### config.mk
export PLATFORM = sky130hd
export DESIGN_NAME = hs_failsafe_mon
export DESIGN_NICKNAME = d
export VERILOG_FILES = /design/src/rtl/hsfs_pkg.sv /design/src/rtl/hsfs_timer.sv /design/src/rtl/hsfs_regs.sv /design/src/rtl/hsfs_irq.sv /design/src/rtl/hs_failsafe_mon.sv
export SDC_FILE = /design/constraint.sdc
export NUM_CORES = 1
export LEC_CHECK = 0
export BUFFER_PORTS_ARGS = -buffer_cell sky130_fd_sc_hd__buf_2
export CAP_MARGIN = 5
export CORE_MARGIN = 2
export CORE_UTILIZATION = 30
export CTS_CLUSTER_DIAMETER = 40
export CTS_CLUSTER_SIZE = 28
export DETAILED_ROUTE_END_ITERATION = 8
export GPL_TIMING_DRIVEN = 0
export MAX_ROUTING_LAYER = met4
export SLEW_MARGIN = 20
export SYNTH_ARGS = -nofsm -noshare
export SYNTH_HDL_FRONTEND = slang
export SYNTH_HIERARCHICAL = 1
export SYNTH_SLANG_ARGS = --single-unit
### constraint.sdc
create_clock -name clk -period 1.9 [get_ports clk]
set_input_delay 0.095 -clock clk [delete_from_list [all_inputs] [get_ports clk]]
set_output_delay 0.095 -clock clk [all_outputs]
set_load 0.03 [all_outputs]
### src/rtl/hsfs_pkg.sv
package hsfs_pkg;
  localparam int REG_W  = 32;
  localparam int ADDR_W = 2;
  typedef logic [ADDR_W-1:0] addr_t;

  typedef enum logic [1:0] {
    MODE_OFF   = 2'b00,
    MODE_FLAG  = 2'b01,
    MODE_HALT  = 2'b10,
    MODE_HALT2 = 2'b11
  } fs_mode_e;

  localparam addr_t A_STAT = 2'd0;
  localparam addr_t A_CTRL = 2'd1;
  localparam addr_t A_CMD  = 2'd2;

  localparam int B_IRQ      = 31;
  localparam int B_FSERR    = 22;
  localparam int B_DISC     = 21;
  localparam int B_EN_CORE  = 21;
  localparam int B_EN_DISC  = 20;
  localparam int B_EN_FS    = 19;
  localparam int B_AUTOCLR  = 18;
  localparam int B_MODE_LO  = 16;
  localparam int B_CLR_FS   = 1;
  localparam int B_CLR_DISC = 2;

  function automatic logic mode_halts(fs_mode_e m);
    return m[1];
  endfunction
endpackage

### src/rtl/hsfs_timer.sv
module hsfs_timer #(
  parameter int CNT_W = 16
) (
  input  logic             clk,
  input  logic             rst,
  input  logic             enable,
  input  logic             req,
  input  logic             ack,
  input  logic [CNT_W-1:0] reload,
  output logic             timeout
);
  logic             req_q;
  logic             running;
  logic [CNT_W-1:0] cnt;
  logic             req_rise;

  assign req_rise = req && !req_q;
  assign timeout  = enable && running && !ack && (cnt == '0);

  always_ff @(posedge clk) begin
    if (rst) begin
      req_q   <= 1'b0;
      running <= 1'b0;
      cnt     <= '0;
    end else begin
      req_q <= req;
      if (!enable) begin
        running <= 1'b0;
      end else if (running) begin
        if (ack || cnt == '0) running <= 1'b0;
        else                  cnt     <= cnt - 1'b1;
      end else if (req_rise) begin
        running <= 1'b1;
        cnt     <= reload;
      end
    end
  end

  // an unanswered running count steps down by one per cycle
  p_count_step_r1: assert property (@(posedge clk) disable iff (rst)
    (enable && running && !ack && cnt != '0) |=> (running && cnt == $past(cnt) - 1'b1));

  // a disabled monitor never keeps a measurement running
  p_idle_when_off_r2: assert property (@(posedge clk) disable iff (rst)
    !enable |=> !running);
endmodule

### src/rtl/hsfs_regs.sv
module hsfs_regs
  import hsfs_pkg::*;
(
  input  logic             clk,
  input  logic             rst,
  input  logic             wr_en,
  input  logic             rd_en,
  input  logic             rd_upper,
  input  addr_t            addr,
  input  logic [REG_W-1:0] wdata,
  input  logic             timeout,
  input  logic             disc_evt,
  input  logic             irq_q,
  output fs_mode_e         mode,
  output logic             en_core,
  output logic             en_disc,
  output logic             en_fs,
  output logic             fs_err,
  output logic             disc_flag,
  output logic             halt,
  output logic [REG_W-1:0] rdata
);
  logic autoclr;
  logic cmd_wr, ctrl_wr;
  logic clr_fs, clr_disc;
  logic [REG_W-1:0] rd_mux;
  logic unused_wbits;

  assign cmd_wr   = wr_en && (addr == A_CMD);
  assign ctrl_wr  = wr_en && (addr == A_CTRL);
  assign clr_fs   = (cmd_wr && wdata[B_CLR_FS]) ||
                    (rd_en && rd_upper && (addr == A_STAT) && autoclr);
  assign clr_disc = cmd_wr && wdata[B_CLR_DISC];
  assign unused_wbits = ^{wdata[31:22], wdata[15:3], wdata[0]};

  always_ff @(posedge clk) begin
    if (rst) begin
      mode    <= MODE_HALT;
      en_core <= 1'b0;
      en_disc <= 1'b0;
      en_fs   <= 1'b0;
      autoclr <= 1'b0;
    end else if (ctrl_wr) begin
      mode    <= fs_mode_e'(wdata[B_MODE_LO+1:B_MODE_LO]);
      en_core <= wdata[B_EN_CORE];
      en_disc <= wdata[B_EN_DISC];
      en_fs   <= wdata[B_EN_FS];
      autoclr <= wdata[B_AUTOCLR];
    end
  end

  always_ff @(posedge clk) begin
    if (rst) begin
      fs_err    <= 1'b0;
      halt      <= 1'b0;
      disc_flag <= 1'b0;
    end else begin
      if (timeout)     fs_err <= 1'b1;
      else if (clr_fs) fs_err <= 1'b0;

      if (timeout && mode_halts(mode)) halt <= 1'b1;
      else if (clr_fs)                 halt <= 1'b0;

      if (disc_evt)      disc_flag <= 1'b1;
      else if (clr_disc) disc_flag <= 1'b0;
    end
  end

  always_comb begin
    case (addr)
      A_STAT:  rd_mux = {irq_q, 8'b0, fs_err, disc_flag, 21'b0};
      A_CTRL:  rd_mux = {10'b0, en_core, en_disc, en_fs, autoclr, mode, 16'b0};
      default: rd_mux = '0;
    endcase
  end

  always_ff @(posedge clk) begin
    if (rst)        rdata <= '0;
    else if (rd_en) rdata <= rd_mux;
  end

  // the error persists unless a clear action occurs
  p_err_sticky_r4: assert property (@(posedge clk) disable iff (rst)
    (fs_err && !clr_fs) |=> fs_err);

  // with monitoring off a clear error stays clear
  p_off_quiet_r2: assert property (@(posedge clk) disable iff (rst)
    (mode == MODE_OFF && !fs_err) |=> !fs_err);

  // halt never stands without the error behind it
  p_halt_has_err_r5: assert property (@(posedge clk) disable iff (rst)
    halt |-> fs_err);

  // an auto-clearing upper-word status read empties the error
  p_autoclr_r7: assert property (@(posedge clk) disable iff (rst)
    (rd_en && rd_upper && addr == A_STAT && autoclr && !timeout) |=> !fs_err);
endmodule

### src/rtl/hsfs_irq.sv
module hsfs_irq (
  input  logic clk,
  input  logic rst,
  input  logic core_irq,
  input  logic en_core,
  input  logic fs_err,
  input  logic en_fs,
  input  logic mon_on,
  input  logic disc_flag,
  input  logic en_disc,
  output logic irq_q
);
  logic src_core, src_fs, src_disc;

  assign src_core = core_irq && en_core;
  assign src_fs   = fs_err && en_fs && mon_on;
  assign src_disc = disc_flag && en_disc;

  always_ff @(posedge clk) begin
    if (rst) irq_q <= 1'b0;
    else     irq_q <= src_core || src_fs || src_disc;
  end

  // an enabled error in an active mode raises the interrupt next cycle
  p_fs_raises_irq_r9: assert property (@(posedge clk) disable iff (rst)
    (fs_err && en_fs && mon_on) |=> irq_q);
endmodule

### src/rtl/hs_failsafe_mon.sv
module hs_failsafe_mon
  import hsfs_pkg::*;
#(
  parameter int TMO_W = 16
) (
  input  logic             clk,
  input  logic             rst,
  input  logic [TMO_W-1:0] tmo_reload,
  input  logic             core_req,
  input  logic             core_ack,
  input  logic             core_irq,
  input  logic             discard_evt,
  input  logic             reg_wr,
  input  logic             reg_rd,
  input  logic             reg_rd_upper,
  input  logic [1:0]       reg_addr,
  input  logic [31:0]      reg_wdata,
  output logic [31:0]      reg_rdata,
  output logic             halt_o,
  output logic             irq_o
);
  fs_mode_e mode;
  logic en_core, en_disc, en_fs;
  logic fs_err, disc_flag, halt;
  logic timeout, tmr_en, mon_on, irq_q;

  assign mon_on = (mode != MODE_OFF);
  assign tmr_en = mon_on && !halt;

  hsfs_timer #(.CNT_W(TMO_W)) u_timer (
    .clk(clk), .rst(rst), .enable(tmr_en), .req(core_req), .ack(core_ack),
    .reload(tmo_reload), .timeout(timeout)
  );

  hsfs_regs u_regs (
    .clk(clk), .rst(rst), .wr_en(reg_wr), .rd_en(reg_rd), .rd_upper(reg_rd_upper),
    .addr(reg_addr), .wdata(reg_wdata), .timeout(timeout), .disc_evt(discard_evt),
    .irq_q(irq_q), .mode(mode), .en_core(en_core), .en_disc(en_disc), .en_fs(en_fs),
    .fs_err(fs_err), .disc_flag(disc_flag), .halt(halt), .rdata(reg_rdata)
  );

  hsfs_irq u_irq (
    .clk(clk), .rst(rst), .core_irq(core_irq), .en_core(en_core), .fs_err(fs_err),
    .en_fs(en_fs), .mon_on(mon_on), .disc_flag(disc_flag), .en_disc(en_disc),
    .irq_q(irq_q)
  );

  assign halt_o = halt;
  assign irq_o  = irq_q;
endmodule

; Yosys cells after proc, flatten, opt, wreduce, memory -nomap -nowiden
; Index checks and enable logic that the tools add are counted.
[op_classes]
n_addsub = 1
eq_ne = 3
mux = 12
bitwise_logic = 1
reduce_logical = 33
[ops]
columns = cell, n
row1 = $pmux 32 s2, 1
row2 = $mux 16, 3
row3 = $logic_and 1x1->1, 17
row4 = $logic_not 16->1, 1
row5 = $sub 16x1->16 const B, 1
row6 = $reduce_bool 2->1, 5
row7 = $mux 1, 8
row8 = $logic_or 1x1->1, 4
row9 = $logic_not 1->1, 3
row10 = $reduce_and 3->1, 1
row11 = $eq 2x1->1 const B, 1
row12 = $eq 2x2->1 const B, 1
row13 = $logic_not 2->1, 1
row14 = $ne 2x2->1 const B, 1
row15 = $reduce_or 2->1, 1
row16 = $not 1->1, 1
[word_totals]
ff_bits = 60
in_bits = 59
out_inout_bits = 34
elab_cells = 63

; Longest topological paths before layout
; Gate-level depths: netlist of the first run.
[depth]
depth_word = 7
depth_mapped = 8
depth_no_buf = 7

; Hierarchy
; The synthesis of the first run kept the hierarchy.
[modules_own_cells]
columns = mod, n_inst, cells_each, area_per_inst_um2, seq_area_each_um2
row1 = hsfs_timer, 1, 148, 1218.7, 360.3
row2 = hsfs_regs, 1, 104, 879.6, 340.3
row3 = hsfs_irq, 1, 4, 37.5, 20.0
row4 = hs_failsafe_mon, 1, 2, 16.3, 0.0

; Worst setup path before layout of the first run
; OpenSTA, ideal clock, no wires.
[synth_timing]
path_type = reg2reg
start = reg u_timer.cnt[0]
end = reg u_timer.cnt[0]
setup_time_ns = 0.086
arrival_time_ns = 1.620
required_ns = 1.814
path_slack_ns = 0.194
stages_incl_launch_ff = 8
path_buffers = 1
period_less_slack_ns = 1.706
cell_sequence = dfxtp_1 > inv_1 > ha_1 > nor3b_2 > nand4_4 > o21a_1 > buf_6 > a221oi_2
[synth_via]
elab_chain_cells = 4
elab_cells_between_ends = 7
classes_between = add/sub: 1 / eq/ne: 1 / mux: 2 / reduce/logical: 3
[synth_lines]
columns = element, line_no
row1 = start: declaration, hsfs_timer.sv:14  ; logic [CNT_W-1:0] cnt;
row2 = start signal: assignment, hsfs_timer.sv:31  ; else cnt <= cnt - 1'b1;
row3 = start signal: assignment, hsfs_timer.sv:34  ; cnt <= reload;
row4 = "parallel branches: the longest is 4 deep, another holds $sub 16x1->16", -
; Parallel ways; which one is timed is not known. The select of a mux whose other input is x is not followed.
; A chain may end at the register's enable or synchronous reset.

; Worst setup path in the final report of the first run
[layout_timing]
start = reg u_timer.cnt[0]
end = reg u_timer.cnt[7]
; The elaborated chain is that of the path after synthesis.

==> Flow_metrics.wiki, run 1 <==
{| class="wikitable"
! Metric !! Value
|-
| Y dimension of the die || slightly below 90 microns
|-
| Avg Synthesized Cell Area || 8.341 sq um
|-
| First-pass GRT wire length || around 8400 microns
|-
| Number of max-cap violations || 0
|-
| Biggest area consumer among synthesized cells || dfxtp_1
|-
| Proportion of layout cells with a drive suffix above 1 || 35.99%
|-
| Total net switching power || about 1 mW
|-
| Longest individual stage delay on the worst path || 0.35 ns
|-
| CTS hold repair buffers || 0
|-
| Pin count of the biggest net entering global routing || 12
|-
| Root buffer cell || clkbuf_8
|-
| Count of flip-flops with a built-in enable after synthesis || 0
|-
| Synthesized instance count || 258
|-
| Worst-case reg-to-reg path depth || 9
|-
| Critical path launch point type || flop
|-
| Global Route Usage Sum || between 10 and 15%
|-
| Crit Path Category || flop to flop
|-
| Normalized max-slew margin || ~52%
|-
| First-pass iteration count of the detailed router || 4
|-
| Clock-pin slew of the registers on the worst-case setup and hold paths || roughly 0.08 ns
|-
| Clock tree from TritonCTS || done
|-
| Die area || 7867 sq um
|-
| Area growth from synthesis to layout || 30.23%
|-
| Clock Latency Late Sink || about 0.29 ns
|-
| Internal reg-to-reg setup slack || approximately 0.065 ns
|-
| Total clock buffers created by CTS || 5
|-
| Proportion of power drawn by combinational gates || between 40% and 50%
|-
| Highest achievable clock rate || between 500 and 600 MHz
|-
| Final Worst Setup Slack || around 0.065 ns
|-
| Number of violations reported at the end of detailed-routing iteration 0 || roughly 150
|-
| Arrival @ worst endpoint || a little over 2 ns
|-
| Standard cell with the maximum stage delay on the critical path || dfxtp_2
|-
| Synth Flop Type || dfxtp_1
|-
| Post-DRT Antenna Nets || 0
|-
| Switching power as a share of total power || roughly 36%
|-
| IO buf count || 43
|-
| Data required time of the critical path || around 2.1 ns
|-
| LEAKAGE || roughly 1.2 nW
|-
| Initial core utilization || between 30 and 40%
|-
| Final clock period utilization by the worst path || 96.58%
|-
| Power density over cell area || about 960 nW/um^2
|-
| DR DRC count || 0
|-
| Final Setup Violations || 0
|-
| Cell internal pwr || 1.711 mW
|-
| Number of buffers and inverters on the critical path || 3
|-
| Shortest clock period the worst path allows after layout || between 1.5 and 2 ns
|-
| Proportion of synthesized flip-flops having asynchronous set or reset || 0%
|-
| Most area-consuming cells after synthesis || dfxtp_1 (33%), buf_4 (9.1%), a21oi_1 (6.7%), nand2_1 (3.5%), nand3_1 (3.5%)
|-
| Antenna violations before repair || 0
|-
| Global placement routability congestion || between 0.8 and 0.9
|-
| Synth top area share || around a third
|-
| Maximum VDD drop || 0.0003535 V
|-
| Maximum buffer depth of the clock tree || 2
|-
| Vias in the first global route || 1,746
|-
| Critical hold path startpoint || discard_evt
|-
| Std cell rows || 30
|-
| Clock Power Share || roughly a quarter
|-
| Worst setup slack before clock tree synthesis || -0.07520 ns
|-
| Final hold viol count || 0
|-
| Sequential power share || between 30% and 40%
|-
| Class of the tightest hold or removal check || input pin to flop
|-
| Post-detailed-route wirelength per cell || around 13 microns
|-
| Status || completed
|-
| Area of the core || 6869 sq um
|-
| Vias/cell || roughly 4.6
|-
| Number of filler cells placed in the layout || between 700 and 800
|-
| R2R Path Start || u_timer/cnt[0]
|-
| Level count of the clock H-tree || 2
|-
| Diodes inserted || 0
|-
| Final count of pins violating max slew || 0
|-
| Overflow after GRT || 0
|-
| Crit. End Element || flop
|-
| Critical Path Fanout Max || 6
|-
| Top cell family by delay on the critical path || simple AND/OR/NAND/NOR gates
|-
| Nets@finish || 398
|-
| Worst Hold End || u_regs/disc_flag
|-
| Sum of net half-perimeters after detailed placement || 4004 microns
|-
| Post-synth cell types || 58
|-
| Reg-to-Reg End || u_timer/cnt[7]
|-
| Total vias in the final route || 2,018
|-
| Horiz. Die Dim || 88.70 microns
|-
| YS warnings || 6
|-
| Synthesized cell area || around 2200 sq um
|-
| Setup TNS || 0 ns
|-
| Total wire length after detailed routing || roughly 5500 microns
|-
| Final worst clock skew || slightly above 0.009 ns
|-
| FF+latch count, synth || 36
|-
| IO Count || 93
|-
| Sequential share of the synthesized area || 33.49%
|-
| Number of clock sinks || 36
|-
| Cell-by-cell listing of the critical path || inv_2, ha_4, nor3b_4, nand4_4, o21ai_4, buf_6, buf_4, a21oi_1, o32ai_1
|-
| Transition time of the tightest slew-check pin || 0.7199 ns
|-
| Hold Crit Depth || 3
|}
## worst max-delay path by stage
stage                    from         endpoint  slack [ns]  cells past startpoint
2_1_floorplan  u_timer/cnt[0]   u_timer/cnt[0]        0.19                      7
5_1_grt        u_timer/cnt[0]  u_timer/cnt[15]      -0.005                      9
6_report       u_timer/cnt[0]   u_timer/cnt[7]        0.06                      9
3_5_place_dp   u_timer/cnt[0]   u_timer/cnt[8]       -0.08                      8
3_3_place_gp   u_timer/cnt[0]   u_timer/cnt[8]       -0.07                      8
4_1_cts        u_timer/cnt[0]   u_timer/cnt[2]       0.005                      8
## metrics by stage
step                cell area, sq um  hold slack (ns)  total power [mW]  utilization (%)  std cells
floorplan                       2238           0.1641             1.663                -        281
finish                          2803          0.02909             2.687            40.80        435
CTS                             2695          0.01768             2.568            39.24        429
detailed placement              2574           0.3243             1.870            37.47        420
global placement                2574           0.3140             1.861            37.47        420
global route                    2803          0.01204             2.853            40.80        435
## state kept, by name, summed over array words and instances (netlist names)
name              cells
u_timer/cnt          16
u_regs/rdata          8
u_regs/mode           2
u_irq/irq_q           1
u_regs/autoclr        1
u_regs/disc_flag      1
u_regs/en_core        1
u_regs/en_disc        1
u_regs/en_fs          1
u_regs/fs_err         1
u_regs/halt           1
u_timer/req_q         1
u_timer/running       1
## layer usage
metal,GRT usage [%],vias to the layer above,wire (microns)
met3,3.358,8,352
met5,-,-,0
met4,5.096,0,87
met2,21.64,62,2616
met1,18.67,914,2465
li1,-,1034,-
## power groups by stage
stage	Sequential (mW)	Combinational, mW	Clock (mW)
2_1_floorplan	0.916	0.748	0
3_3_place_gp	0.927	0.934	0
3_5_place_dp	0.929	0.941	0
4_1_cts	0.914	0.965	0.689
5_1_grt	0.939	1.19	0.720
6_report	0.927	1.09	0.667
## cells by family (layout without fill, tap and decap cells)
kind of cell / count (synthesis) / count (layout) / share of synthesized area (%)
AOI/OAI and AO/OA: 70 / 70 / 22.15
other: 1 / 24 / 0.1743
adders and majority gates: 1 / 1 / 0.5813
muxes: 5 / 5 / 2.500
DFF: 36 / 36 / 33.49
and+or+nand+nor: 100 / 100 / 27.15
buffers and inverters: 45 / 103 / 13.95
## final cells by class
cell class                 count  area (sq um)  share of cell area [%]
multi-input combinational    200          1259                   44.91
sequential                    36         723.2                   25.80
timing repair buffer          50         289.0                   10.31
buffer                        38         277.8                   9.911
tap                           96         120.1                   4.286
clock buffer                   6         72.57                   2.589
clock inverter                 2         35.03                   1.250
inverter                       7         26.28                  0.9375
## placed cells by master (no fill, tap or decap), types with 2 or more instances in the layout
master,count
a21o_1,2
a21oi_1,29
a21oi_2,8
and3_1,2
and4_1,2
buf_1,2
buf_2,46
buf_4,31
buf_6,4
clkbuf_1,4
clkbuf_8,5
conb_1,24
dfxtp_1,34
dfxtp_2,2
inv_1,6
mux2_2,3
mux2i_1,2
nand2_1,20
nand2b_1,11
nand3_1,15
nand3b_1,4
nand4b_1,2
nor2_1,16
nor2b_1,3
nor3_1,6
nor4_4,2
o21ai_0,2
o21ai_1,8
o21ai_2,2
o22ai_1,2
o2bb2ai_1,2
o32ai_1,4
or3_1,2
## cell usage after synthesis (4+ instances only)
cell type and number:
nand2b_1 11, nand2_1 20, buf_6 4, inv_1 7, nand3b_1 4, a21oi_2 8
nor2_1 17, dfxtp_1 36, nand3_1 15, nor3_1 6, o21ai_1 8, a21oi_1 29
o32ai_1 4, buf_4 26
## repair_timing
item	4_1_cts	5_1_grt
setup endpoints to repair	16	17
endpoints found under the hold margin	0	0
buffers inserted	1	5
gates cloned	0	1
pin swaps	0	3
resized for setup	1	13
## worst min-delay path: stages
cell and delay, ns:
buf_2 0.08, a21oi_1 0.03, nor2_1 0.07
Power figures use the tool's default switching activity.
==> run 2: changes to the inputs <==
--- a/config.mk
+++ b/config.mk
@@ -9,6 +9,7 @@
 export CAP_MARGIN = 5
 export CORE_MARGIN = 2
 export CORE_UTILIZATION = 30
+export CTS_BUF_LIST = sky130_fd_sc_hd__clkbuf_4
 export CTS_CLUSTER_DIAMETER = 40
 export CTS_CLUSTER_SIZE = 28
 export DETAILED_ROUTE_END_ITERATION = 8
==> run 2 against run 1 <==
  * Wire length rose by 1.8%
  * Clock-buffer cell count stayed put
  * Via count grew 3.0%
  * Final cell count rose by 1.8%
  * Critical path type unchanged
  * Largest power group unchanged
==> Flow_metrics.wiki, run 2 (synthesis gave the netlist of run 1 again) <==
{| class="wikitable"
! Metric !! Value
|-
| Status || completed
|-
| Overall power || 2.595 mW (-3.4%)
|-
| Worst setup slack before clock tree synthesis || -0.07520 ns (unchanged)
|-
| Area of the core || 6869 sq um (unchanged)
|-
| LEAKAGE || 1.202 nW (+2.3%)
|-
| Clock Latency Late Sink || 0.35 ns (+0.06 ns)
|-
| Maximum VDD drop || 0.0003869 V (+9.4%)
|-
| Antenna violations before repair || 0 (unchanged)
|-
| Y dimension of the die || 88.70 microns (unchanged)
|-
| Root buffer cell || clkbuf_4
|-
| Highest achievable clock rate || 536.9 MHz (-1.5%)
|-
| Vias/cell || 4.691 (+1.1%)
|-
| Setup TNS || 0 ns (unchanged)
|-
| Crit. End Element || flop
|-
| Power density over cell area || 908.5 nW/um^2 (-5.2%)
|-
| Die area || 7867 sq um (unchanged)
|-
| Total wire length after detailed routing || 5623 microns (+1.8%)
|-
| Final worst clock skew || 0.01758 ns (+0.008334 ns)
|-
| Final hold viol count || 0 (unchanged)
|-
| Final Setup Violations || 0 (unchanged)
|-
| Final count of pins violating max slew || 0 (unchanged)
|-
| Global Route Usage Sum || 14.66% (+0.34 points)
|-
| Routing layer with the top usage in global route || met2
|-
| Count of placed standard cells including taps || 420 (unchanged)
|-
| Post-detailed-route wirelength per cell || 12.69 microns (about the same)
|-
| Arrival @ worst endpoint || 2.14 ns (+0.10 ns)
|-
| IO buf count || 43 (unchanged)
|-
| Pin count of the biggest net entering global routing || 12 (unchanged)
|-
| Transition time of the tightest slew-check pin || 0.5880 ns (-0.1320 ns)
|-
| Horiz. Die Dim || 88.70 microns (unchanged)
|-
| Shortest clock period the worst path allows after layout || 1.862 ns (+0.02738 ns)
|-
| Maximum buffer depth of the clock tree || 2 (unchanged)
|-
| Met3 routing resource usage after global routing || 3.638% (+0.28 points)
|-
| Initial core utilization || 31.33% (unchanged)
|-
| Crit Path Category || flop to flop
|-
| Level count of the clock H-tree || 2 (unchanged)
|-
| Post-DRT Antenna Nets || 0 (unchanged)
|-
| Most common cell after layout, fill and taps aside || buf_2
|-
| Largest registers || u_timer/cnt (16), u_regs/rdata (8), u_regs/mode (2)
|-
| Number of violations reported at the end of detailed-routing iteration 0 || 122 (-20%)
|-
| Final Instance Area || 2856 sq um (+1.9%)
|-
| Placement-stage cell area || 2574 sq um (unchanged)
|-
| Final Worst Setup Slack || 0.03752 ns (-0.02738 ns)
|-
| Final clock period utilization by the worst path || 98.03% (+1.4 points)
|-
| Global routing met2 resource utilization || 21.98% (+0.34 points)
|-
| Diodes inserted || 0 (unchanged)
|-
| Global placement routability congestion || 0.8546 (unchanged)
|-
| Longest individual stage delay on the worst path || 0.36 ns (about the same)
|-
| Register containing the most flip-flops in the final layout || u_timer/cnt
|-
| Overflow after GRT || 0 (unchanged)
|-
| Critical Path Fanout Max || 6 (unchanged)
|-
| Vias in the first global route || 1,789 (+2.5%)
|-
| Total vias in the final route || 2,078 (+3.0%)
|-
| Sum of net half-perimeters after detailed placement || 4004 microns (unchanged)
|-
| Std cell rows || 30 (unchanged)
|-
| Nets@finish || 406 (+2.0%)
|-
| Cell-by-cell listing of the critical path || inv_1, ha_4, nor3b_4, nand4_4, o21ai_4, buf_6, buf_4, a21oi_1, o32ai_1
|-
| Normalized max-slew margin || 60.80% (+8.8 points)
|-
| Area growth from synthesis to layout || 32.73%
|-
| Total clock buffers created by CTS || 5 (unchanged)
|-
| Class of the tightest hold or removal check || input pin to flop
|-
| Clock-pin slew of the registers on the worst-case setup and hold paths || 0.12 ns (+0.04 ns)
|-
| Highest-count cells in the layout ignoring fill and taps || buf_2 (46), dfxtp_1 (34), buf_4 (31), a21oi_1 (29), conb_1 (24)
|-
| Met1 Use GR || 19.00% (+0.34 points)
|-
| Data required time of the critical path || 2.17 ns (+0.07 ns)
|-
| First-pass GRT wire length || 8604 microns (+1.9%)
|-
| DR DRC count || 0 (unchanged)
|-
| Standard cell with the maximum stage delay on the critical path || dfxtp_2
|-
| Number of max-cap violations || 0 (unchanged)
|-
| Number of clock sinks || 36 (unchanged)
|-
| Number of flip-flops in the largest register || 16 (unchanged)
|-
| Clock tree from TritonCTS || done
|-
| Critical path launch point type || flop
|-
| First-pass iteration count of the detailed router || 4 (unchanged)
|-
| Proportion of layout cells with a drive suffix above 1 || 35.45% (-0.54 points)
|-
| IO Count || 93 (unchanged)
|-
| Count of placed standard cells in the final layout, fillers left out || 443 (+1.8%)
|}
run 2: cell count changes in the layout (fill, tap and decap cells not counted), moves of 2 or more:
cell           change
dlygate4sd3_1      +8
clkbuf_4           +6
clkbuf_8           -5
clkbuf_1           -2
run 2: final timing paths:
check / startpoint / end / slack (ns) / cells after the start
worst min register to register: u_regs/rdata[31] / u_regs/rdata[31] / 0.47 / 2
worst min-delay path: reg_wdata[17] / u_regs/mode[1] / 0.06 / 3
worst max-delay path: u_timer/cnt[1] / u_timer/cnt[7] / 0.04 / 9
worst max register to register: u_timer/cnt[1] / u_timer/cnt[7] / 0.04 / 9
run 2: critical path, delay by kind of cell (launching register included):
family	cells	cell delay [ns]
fa+ha+maj	1	0.15
buf+inv	3	0.42
compound gates	3	0.44
flops	1	0.36
simple gates	2	0.44
run 2: metal layers:
| metal | wire, microns | share of wire, % |
|---|---|---|
| met3 | 396 | 7.0 |
| met1 | 2439 | 43 |
| met5 | 0 | 0 |
| met2 | 2674 | 48 |
| met4 | 113 | 2.0 |
run 2: repair_timing:
item | CTS | global route
pin swaps | 1 | 3
setup endpoints to repair | 16 | 17
gates resized for setup | 1 | 16
hold endpoints to repair | 8 | 0
cloned | 0 | 1
hold buffers | 8 | 0
setup buffers | 1 | 5
run 2: where the power goes:
part / leakage, nW / switching [mW] / internal, mW
clock: 0.0456 / 0.268 / 0.290
combinational: 0.861 / 0.605 / 0.503
sequential: 0.295 / 0.0991 / 0.830
total: 1.20 / 0.972 / 1.62
run 2: layout make-up:
cell class / count / area, sq um
fill: 710 / 4013
multi-input combinational: 200 / 1254
sequential: 36 / 725.7
clock buffer: 6 / 45.04
clock inverter: 2 / 35.03
buffer: 38 / 279.0
timing repair buffer: 58 / 369.1
inverter: 7 / 28.78
tap: 96 / 120.1
run 2: per-stage QoR:
step / util [%] / hold slack, ns
floorplan: - / 0.1641
global placement: 37.47 / 0.3140
detailed placement: 37.47 / 0.3243
CTS: 40.00 / 0.04811
global route: 41.58 / 0.04662
finish: 41.58 / 0.06072
==> run 3: changes to the inputs <==
--- a/config.mk
+++ b/config.mk
@@ -8,13 +8,14 @@
 export BUFFER_PORTS_ARGS = -buffer_cell sky130_fd_sc_hd__buf_2
 export CAP_MARGIN = 5
 export CORE_MARGIN = 2
-export CORE_UTILIZATION = 30
+export CORE_UTILIZATION = 49
 export CTS_BUF_LIST = sky130_fd_sc_hd__clkbuf_4
 export CTS_CLUSTER_DIAMETER = 40
 export CTS_CLUSTER_SIZE = 28
 export DETAILED_ROUTE_END_ITERATION = 8
 export GPL_TIMING_DRIVEN = 0
 export MAX_ROUTING_LAYER = met4
+export PLACE_DENSITY = 0.82
 export SLEW_MARGIN = 20
 export SYNTH_ARGS = -nofsm -noshare
 export SYNTH_HDL_FRONTEND = slang
==> constraint.sdc (replaced) <==
create_clock -name clk -period 1.9 [get_ports clk]
set_input_delay 0.095 -clock clk [delete_from_list [all_inputs] [get_ports clk]]
set_output_delay 0.095 -clock clk [all_outputs]
set_load 0.02 [all_outputs]
==> run 3 against run 2 <==
  * First-iteration DRC count rose by 120%
  * Cell area decreased by 2.5%
  * Final cell count decreased by 9.9%
  * Sequential share of layout area increased by 0.64 points
  * Via count is 1.6% higher
  * Wire length is 2.8% lower
  * Worst hold slack got worse by 0.033 ns
  * Critical endpoint is now u_timer/cnt[5]
  * Largest power group unchanged
==> Flow_metrics.wiki, run 3 (synthesis gave the netlist of run 1 again) <==
{| class="wikitable"
! Metric !! Value
|-
| Status || completed
|-
| Power density over cell area || 925.2 nW/um^2 (+1.8%)
|-
| Transition time of the tightest slew-check pin || 0.7451 ns (+0.1571 ns)
|-
| LEAKAGE || 1.193 nW (-0.71%)
|-
| Normalized max-slew margin || 50.33% (-10 points)
|-
| Area of the core || 4294 sq um (-37%)
|-
| Met3 routing resource usage after global routing || 3.463% (-0.17 points)
|-
| Std cell rows || 24 (-20%)
|-
| Final worst clock skew || 0.003384 ns (-0.01420 ns)
|-
| Final clock period utilization by the worst path || 98.40% (+0.38 points)
|-
| Number of buffers and inverters on the critical path || 1 (-2)
|-
| Cell-by-cell listing of the critical path || nor4_4, nand4_4, o21ai_4, clkbuf_16, o21ai_1, a21oi_2
|-
| Crit Path Category || flop to flop
|-
| Clock tree from TritonCTS || done
|-
| Count of placed standard cells including taps || 376 (-10%)
|-
| Clock Latency Late Sink || 0.33 ns (-0.02 ns)
|-
| Overflow after GRT || 0 (unchanged)
|-
| Standard cell with the maximum stage delay on the critical path || nor4_4
|-
| Horiz. Die Dim || 70.27 microns (-21%)
|-
| Nets@finish || 406 (unchanged)
|-
| First-pass GRT wire length || 8217 microns (-4.5%)
|-
| Critical path launch point type || flop
|-
| Maximum buffer depth of the clock tree || 2 (unchanged)
|-
| Met1 Use GR || 27.29% (+8.3 points)
|-
| Critical Path Fanout Max || 6 (unchanged)
|-
| Root buffer cell || clkbuf_4
|-
| Total wire length after detailed routing || 5463 microns (-2.8%)
|-
| Post-detailed-route wirelength per cell || 13.69 microns (+7.9%)
|-
| Number of filler cells placed in the layout || 364 (-49%)
|-
| Crit. End Element || flop
|-
| Sum of net half-perimeters after detailed placement || 3634 microns (-9.2%)
|-
| Final count of pins violating max slew || 0 (unchanged)
|-
| Highest achievable clock rate || 534.8 MHz (-0.39%)
|-
| First-pass iteration count of the detailed router || 4 (unchanged)
|-
| Largest registers || u_timer/cnt (16), u_regs/rdata (8), u_regs/mode (2)
|-
| Vias/cell || 5.293 (+13%)
|-
| Class of the tightest hold or removal check || input pin to flop
|-
| Longest individual stage delay on the worst path || 0.45 ns (+0.09 ns)
|-
| IO Count || 93 (unchanged)
|-
| Level count of the clock H-tree || 2 (unchanged)
|-
| Number of clock sinks || 36 (unchanged)
|-
| Routing layer with the top usage in global route || met2
|-
| Most common cell after layout, fill and taps aside || buf_2
|-
| Y dimension of the die || 70.27 microns (-21%)
|-
| DR DRC count || 0 (unchanged)
|-
| Placement-stage cell area || 2519 sq um (-2.1%)
|-
| Count of placed standard cells in the final layout, fillers left out || 399 (-9.9%)
|-
| Data required time of the critical path || 2.17 ns (about the same)
|-
| Total clock buffers created by CTS || 5 (unchanged)
|-
| Register containing the most flip-flops in the final layout || u_timer/cnt
|-
| Global routing met2 resource utilization || 33.23% (+11 points)
|-
| Maximum VDD drop || 0.0003735 V (-3.4%)
|-
| IO buf count || 43 (unchanged)
|-
| Total vias in the final route || 2,112 (+1.6%)
|-
| Arrival @ worst endpoint || 2.14 ns (about the same)
|-
| Number of max-cap violations || 0 (unchanged)
|-
| Global Route Usage Sum || 20.90% (+6.2 points)
|-
| Diodes inserted || 0 (unchanged)
|-
| Vias in the first global route || 1,817 (+1.6%)
|-
| Number of flip-flops in the largest register || 16 (unchanged)
|-
| Initial core utilization || 50.12% (+19 points)
|-
| Top cell family by delay on the critical path || simple AND/OR/NAND/NOR gates
|-
| Final Instance Area || 2786 sq um (-2.5%)
|-
| Area growth from synthesis to layout || 29.48%
|-
| Final hold viol count || 0 (unchanged)
|-
| Proportion of layout cells with a drive suffix above 1 || 36.02% (+0.58 points)
|-
| Highest-count cells in the layout ignoring fill and taps || buf_2 (47), dfxtp_1 (34), buf_4 (32), a21oi_1 (29), conb_1 (24)
|-
| Die area || 4938 sq um (-37%)
|-
| Pin count of the biggest net entering global routing || 12 (unchanged)
|-
| Number of violations reported at the end of detailed-routing iteration 0 || 266 (+120%)
|-
| Shortest clock period the worst path allows after layout || 1.870 ns (+0.007216 ns)
|-
| Global placement routability congestion || 0.9200 (+7.7%)
|-
| Setup repair after global routing missed its margin || true
|-
| Final Setup Violations || 0 (unchanged)
|-
| Antenna violations before repair || 0 (unchanged)
|-
| Post-DRT Antenna Nets || 0 (unchanged)
|-
| Clock-pin slew of the registers on the worst-case setup and hold paths || 0.11 ns (about the same)
|}
==> run 3: layer usage <==
metal | wire, microns | share of wire [%] | up-vias
li1 | - | - | 1045
met1 | 2368 | 43 | 959
met2 | 2628 | 48 | 95
met3 | 397 | 7.3 | 13
met4 | 69 | 1.3 | 0
met5 | 0 | 0 | -
==> run 3: final cells by class <==
type	count	area [sq um]	share of cell area, %
flip-flops and latches	36	725.7	26.04
plain buffers	38	277.8	9.969
well taps	52	65.06	2.335
repair buffers	58	360.3	12.93
clock buffers	6	45.04	1.617
multi-input cells	200	1251	44.90
clock inverters	2	35.03	1.257
inverters	7	26.28	0.9430
==> run 3: repair_timing <==
| item | CTS | global route |
|---|---|---|
| hold buffers | 7 | 0 |
| pin swaps | 1 | 5 |
| gates cloned | 0 | 2 |
| setup buffers | 1 | 5 |
| endpoints found under the setup margin | 18 | 18 |
| endpoints found under the hold margin | 7 | 0 |
| resized for setup | 1 | 11 |
==> run 3: worst register-to-register path, cell delays in order, from the launching register on <==
cell       delay (ns)
dfxtp_1          0.40
nor4_4           0.46
nand4_4          0.21
o21ai_4          0.31
clkbuf_16        0.21
o21ai_1          0.08
a21oi_2          0.13
==> run 3: where the power goes <==
part           total (mW)  internal, mW  switching, mW
registers           0.924         0.831         0.0936
clock network       0.546         0.290          0.256
logic                1.11         0.503          0.604
==> run 3: final timing paths <==
path | start | to | slack (ns) | depth (start not counted)
worst min register to register | u_regs/rdata[19] | u_regs/rdata[19] | 0.47 | 2
worst min-delay path | rst | u_irq/irq_q | 0.03 | 2
worst max register to register | u_timer/cnt[7] | u_timer/cnt[5] | 0.03 | 6
worst max-delay path | u_timer/cnt[7] | u_timer/cnt[5] | 0.03 | 6
==> run 3: stage by stage <==
step | utilization, % | hold WS, ns | power [mW] | setup WS (ns) | setup TNS (ns)
final | 64.89 | 0.02748 | 2.578 | 0.03031 | 0
after global routing | 64.89 | 0.006608 | 2.711 | -0.04033 | -0.05917
after CTS | 62.47 | 0.01287 | 2.402 | 0.01104 | 0
after detailed placement | 58.65 | 0.3124 | 1.831 | -0.05762 | -0.4278
after global placement | 58.65 | 0.3051 | 1.817 | -0.04222 | -0.2306
after floorplan | - | 0.1641 | 1.640 | 0.1940 | 0
